<file path="src/rtl/gpio_port_pkg.sv">
package gpio_port_pkg;
  localparam int unsigned NUM_PINS  = 32;
  localparam int unsigned DATA_W    = 32;
  localparam int unsigned ADDR_W    = 8;
  localparam int unsigned HALF_W    = NUM_PINS / 2;
  localparam int unsigned NUM_HALF  = 2;
  localparam int unsigned SYNC_STG  = 2;

  localparam logic [ADDR_W-1:0] OFS_DIR_SET = 8'h00;
  localparam logic [ADDR_W-1:0] OFS_DIR_CLR = 8'h04;
  localparam logic [ADDR_W-1:0] OFS_OUT_LO  = 8'h08;
  localparam logic [ADDR_W-1:0] OFS_OUT_HI  = 8'h0C;
  localparam logic [ADDR_W-1:0] OFS_IN      = 8'h10;

  typedef enum logic [2:0] {
    SEL_NONE,
    SEL_DIR_SET,
    SEL_DIR_CLR,
    SEL_OUT_LO,
    SEL_OUT_HI,
    SEL_IN
  } reg_sel_e;
endpackage

</file>
<file path="src/rtl/gpio_dir_reg.sv">
module gpio_dir_reg #(
  parameter int unsigned N = 32
) (
  input  logic         clk_i,
  input  logic         rst_ni,
  input  logic         set_i,
  input  logic         clr_i,
  input  logic [N-1:0] bits_i,
  output logic [N-1:0] dir_o
);
  logic [N-1:0] dir_q;

  always_ff @(posedge clk_i or negedge rst_ni) begin
    if (!rst_ni)     dir_q <= '0;
    else if (set_i)  dir_q <= dir_q | bits_i;
    else if (clr_i)  dir_q <= dir_q & ~bits_i;
  end

  assign dir_o = dir_q;
endmodule

</file>
<file path="src/rtl/gpio_out_latch.sv">
module gpio_out_latch #(
  parameter int unsigned HALF_W   = 16,
  parameter int unsigned NUM_HALF = 2,
  localparam int unsigned N       = HALF_W * NUM_HALF
) (
  input  logic                clk_i,
  input  logic                rst_ni,
  input  logic [NUM_HALF-1:0] wr_i,
  input  logic [HALF_W-1:0]   mask_i,
  input  logic [HALF_W-1:0]   val_i,
  output logic [N-1:0]        out_o
);
  for (genvar h = 0; h < NUM_HALF; h++) begin : g_half
    logic [HALF_W-1:0] q;
    always_ff @(posedge clk_i or negedge rst_ni) begin
      if (!rst_ni)     q <= '0;
      else if (wr_i[h]) q <= (q & ~mask_i) | (val_i & mask_i);
    end
    assign out_o[h*HALF_W +: HALF_W] = q;
  end
endmodule

</file>
<file path="src/rtl/gpio_in_sync.sv">
module gpio_in_sync #(
  parameter int unsigned N      = 32,
  parameter int unsigned STAGES = 2
) (
  input  logic         clk_i,
  input  logic         rst_ni,
  input  logic [N-1:0] async_i,
  output logic [N-1:0] sync_o
);
  logic [N-1:0] stg_q [STAGES];

  for (genvar s = 0; s < STAGES; s++) begin : g_stage
    always_ff @(posedge clk_i or negedge rst_ni) begin
      if (!rst_ni) stg_q[s] <= '0;
      else         stg_q[s] <= (s == 0) ? async_i : stg_q[(s == 0) ? 0 : s-1];
    end
  end

  assign sync_o = stg_q[STAGES-1];
endmodule

</file>
<file path="src/rtl/gpio_port_regs.sv">
module gpio_port_regs
  import gpio_port_pkg::*;
(
  input  logic              clk_i,
  input  logic              rst_ni,
  input  logic              bus_we_i,
  input  logic [ADDR_W-1:0] bus_addr_i,
  input  logic [DATA_W-1:0] bus_wdata_i,
  output logic [DATA_W-1:0] bus_rdata_o,
  input  logic [NUM_PINS-1:0] pad_i,
  output logic [NUM_PINS-1:0] pad_oe_o,
  output logic [NUM_PINS-1:0] pad_out_o
);
  reg_sel_e            sel;
  logic [NUM_PINS-1:0] dir;
  logic [NUM_PINS-1:0] latch;
  logic [NUM_PINS-1:0] in_sync;
  logic [NUM_HALF-1:0] half_wr;

  always_comb begin
    unique case (bus_addr_i)
      OFS_DIR_SET: sel = SEL_DIR_SET;
      OFS_DIR_CLR: sel = SEL_DIR_CLR;
      OFS_OUT_LO:  sel = SEL_OUT_LO;
      OFS_OUT_HI:  sel = SEL_OUT_HI;
      OFS_IN:      sel = SEL_IN;
      default:     sel = SEL_NONE;
    endcase
  end

  assign half_wr[0] = bus_we_i && (sel == SEL_OUT_LO);
  assign half_wr[1] = bus_we_i && (sel == SEL_OUT_HI);

  gpio_dir_reg #(.N(NUM_PINS)) u_dir (
    .clk_i  (clk_i),
    .rst_ni (rst_ni),
    .set_i  (bus_we_i && (sel == SEL_DIR_SET)),
    .clr_i  (bus_we_i && (sel == SEL_DIR_CLR)),
    .bits_i (bus_wdata_i[NUM_PINS-1:0]),
    .dir_o  (dir)
  );

  // upper half of the write word is the per-bit enable
  gpio_out_latch #(.HALF_W(HALF_W), .NUM_HALF(NUM_HALF)) u_out (
    .clk_i  (clk_i),
    .rst_ni (rst_ni),
    .wr_i   (half_wr),
    .mask_i (bus_wdata_i[DATA_W-1 -: HALF_W]),
    .val_i  (bus_wdata_i[HALF_W-1:0]),
    .out_o  (latch)
  );

  gpio_in_sync #(.N(NUM_PINS), .STAGES(SYNC_STG)) u_sync (
    .clk_i   (clk_i),
    .rst_ni  (rst_ni),
    .async_i (pad_i),
    .sync_o  (in_sync)
  );

  always_comb begin
    bus_rdata_o = '0;
    unique case (sel)
      SEL_DIR_SET, SEL_DIR_CLR: bus_rdata_o = dir;
      SEL_OUT_LO: bus_rdata_o[HALF_W-1:0] = latch[HALF_W-1:0];
      SEL_OUT_HI: bus_rdata_o[HALF_W-1:0] = latch[NUM_PINS-1 -: HALF_W];
      SEL_IN:     bus_rdata_o = in_sync;
      default:    bus_rdata_o = '0;
    endcase
  end

  assign pad_oe_o  = dir;
  assign pad_out_o = latch;
endmodule

</file>
<file path="config.mk">
export PLATFORM = sky130hd
export DESIGN_NAME = gpio_port_regs
export DESIGN_NICKNAME = d
export VERILOG_FILES = /design/src/rtl/gpio_port_pkg.sv /design/src/rtl/gpio_dir_reg.sv /design/src/rtl/gpio_out_latch.sv /design/src/rtl/gpio_in_sync.sv /design/src/rtl/gpio_port_regs.sv
export SDC_FILE = /design/constraint.sdc
export NUM_CORES = 1
export LEC_CHECK = 0
export ABC_AREA = 1
export CAP_MARGIN = 20
export CORE_ASPECT_RATIO = 0.75
export CORE_MARGIN = 2
export CORE_UTILIZATION = 50
export DETAILED_ROUTE_END_ITERATION = 6
export GPL_ROUTABILITY_DRIVEN = 0
export PLACE_DENSITY_LB_ADDON = 0.08
export SYNTH_ARGS = -nofsm -noshare
export SYNTH_HDL_FRONTEND = slang
export SYNTH_SLANG_ARGS = --single-unit
</file>
<file path="constraint.sdc">
create_clock -name clk_i -period 3.4 [get_ports clk_i]
set_input_delay 1.02 -clock clk_i [delete_from_list [all_inputs] [get_ports clk_i]]
set_output_delay 1.02 -clock clk_i [all_outputs]
set_load 0.01 [all_outputs]
</file>
==> impl_metrics.yaml <==
finish:
  nets: 856
  finalNonFillerCells: 930
  final_util_pct: 78.9
  multiInputGateArea_mm2: 0.00186
  nFillCells: 656
  synthToLayoutAreaGrowth_pct: 53.6
  final-seq-area_mm2: 0.00320
  layout-drive-gt1-share_pct: 17.5
  diodes: 0
yosys:
  synth-compound-area-share_pct: 0
  ys_warn_count: 0
  synth_cell_types: 16
  synth_cells: 576
  synthTopCellsByCount: "244 x nand2_1, 128 x dfrtp_1, 113 x nand3_1"
  synth_top_cell_area_share_pct: 60.9
  ys_seq_elements: 128
  post-synth-top-count-cell: "nand2_1"
  yosys.area_share.adder_pct: 0
  yosys.area.top_type: "dfrtp_1"
  ys_async_sr_fraction_pct: 100
  synth-xor-area-share_pct: 0
  syn_nets: 651
  synthFlopType: "dfrtp_1"
  synth_edf_count: 0
  muxShareOfSynthArea_pct: 0
  avgSynthCellArea_um2: 9.14
  ys_seq_area_share_pct: 60.9
  synth.area.top_cells: "dfrtp_1 61%, nand2_1 17%, nand3_1 11%"
  synth_top_family_by_area: "simple AND/OR/NAND/NOR gates"
  synth_simple_gate_area_share_pct: 34.5
  syn-cell-area_mm2: 0.00526
pwr:
  power_density_mw_per_mm2: 474
  peakVddDrop_mv: 0.431
  p_leak_nw: 3.85
  total_power_mw: 3.83
detailed_routing:
  avgRoutedWirePerCell_um: 19.3
  drt_iter0_drc: 486
  vias: 5257
  viasPerCell: 5.65
  routed_wirelength_mm: 18.0
  drtPass1Iterations: 7
  antenna_left: 0
  drc: 7
worst_setup_path:
  crit_type: "in -> out"
  crit_fanout: 10
  crit_arrival_ns: 2.35
  end_kind: "output pin"
  crit_required_ns: 2.38
  start_kind: "primary input"
  rrSetupSlack_ns: 2.69
  r2r_cells: 2
grt:
  grt_use_total_pct: 33.4
  grt_max_degree: 65
  grt_pass1_vias: 5262
  overflow: 0
  antenna_found_initial: 0
  grt_pass1_wl_mm: 27.9
floorplan:
  die_w_um: 122
  die_h_um: 92.8
  initial_utilization_pct: 51.3
  placementRows: 32
  coreArea_mm2: 0.0102
  dieArea_mm2: 0.0114
  io_pins: 171
clocking:
  cts_tree: "yes"
  hold_buffers: 0
  clock_sinks: 128
  cts_buffers: 17
  htreeDepth: 4
  clockRootBuffer: "clkbuf_16"
  clkTransAtPathRegs_ns: 0.06
  clk-insertion-delay-late_ns: 0.42
  clockBufferDepth: 2
placement:
  dp_hpwl_mm: 10.4
  io_buffers: 170
  placed_cells: 879
timing:
  worstMarginPinSlew_ns: 0.671
  final-hold-violation-count: 0
  slew_viol_final: 0
  clock.fmax_ghz: 0.297
  finalSetupViolCount: 0
  rsz0062_at_grt: "yes"
  max_slew_margin_pct: 55.3
  period_share_pct: 99.1
  period_needed_ns: 3.37
  finClkSkew_ns: 0.00322
min_path:
  hold_end: "u_sync.sync_o[13]$_DFF_PN0_"
  hold_depth: 0
  hp-class: "reg -> reg"
  worstHoldStart: "u_sync.stg_q[45]$_DFF_PN0_"
outcome:
  violations: "DRC"
  outcome: "finished, violations left"
flow_run:
  max_cap_viol_count: 0
## where the power goes
group | switching [mW] | internal, mW
Sequential | 0.0421 | 1.59
Clock | 0.716 | 1.16
Combinational | 0.162 | 0.159
Total | 0.920 | 2.91
## cell type report
cell class	count	area share (%)
sequential	128	39.6
multi-input combinational	407	23.0
inverter	9	0.418
tap	136	2.10
timing repair buffer	218	27.3
clock inverter	14	2.24
clock buffer	18	5.31
## metal layers
layer	track usage [%]	share of wire (%)	routed length [um]
met1	44.1	40	7110
met5	0	0	0
met3	10.0	11	1940
met4	12.5	2.6	460
met2	52.2	47	8440
## cells by family (layout without fill, tap and decap cells)
group	count (synthesis)	in the layout
buf+inv	41	259
flops	128	128
simple gates	407	407
## stage by stage
step	hold WS, ns	TNS, ns	setup slack, ns	cell area [um^2]
global route	0.348	-0.0951	-0.0530	8090
CTS	0.349	0	0.000948	8130
global placement	0.332	-13.58	-0.463	7220
detailed placement	0.336	-14.70	-0.496	7220
finish	0.347	0	0.0291	8090
floorplan	0.331	0	0.533	5260
## worst max-delay path by stage
stage                   from               to  slack (ns)  depth (start not counted)
3_5_place_dp   bus_addr_i[2]   bus_rdata_o[0]       -0.50                          9
2_1_floorplan  bus_addr_i[6]  bus_rdata_o[11]        0.53                          6
4_1_cts        bus_addr_i[2]  bus_rdata_o[13]      0.0009                         10
3_3_place_gp   bus_addr_i[2]  bus_rdata_o[13]       -0.46                          9
5_1_grt        bus_addr_i[1]  bus_rdata_o[23]       -0.05                         10
6_report       bus_addr_i[1]  bus_rdata_o[23]        0.03                         10
## placed cells by master (no fill, tap or decap)
cell and instances:
inv_2 6, clkinv_4 3, nand4_1 33, dlygate4sd2_1 7, clkbuf_16 17, buf_6 7
clkbuf_2 2, bufinv_16 3, clkdlybuf4s50_1 128, nor2_8 1, clkdlybuf4s15_2 4, nor2_1 2
nor2_2 1, clkinvlp_4 4, inv_6 4, buf_2 28, inv_1 3, nor2_4 6
dfrtp_1 128, clkbuf_1 1, nand3_1 111, nand2_2 6, bufbuf_16 4, buf_12 9
nand2_4 3, nand3_2 2, buf_4 26, buf_16 3, nand2_1 242
## critical path, cell delays in order
cell             delay, ns
dlygate4sd2_1         0.25
inv_1                 0.08
nand2_2               0.09
nor2_1                0.18
nand2_2               0.10
nand2_4               0.12
buf_6                 0.16
nand2_1               0.07
nand2_1               0.06
clkdlybuf4s15_2       0.22
## what timing repair did
action	in CTS	in global routing
endpoints found under the setup margin	32	29
pin swaps	8	9
gates resized for setup	150	11
cloned	9	0
buffers inserted	12	0
No activity file was read; power rests on OpenSTA's default activity.
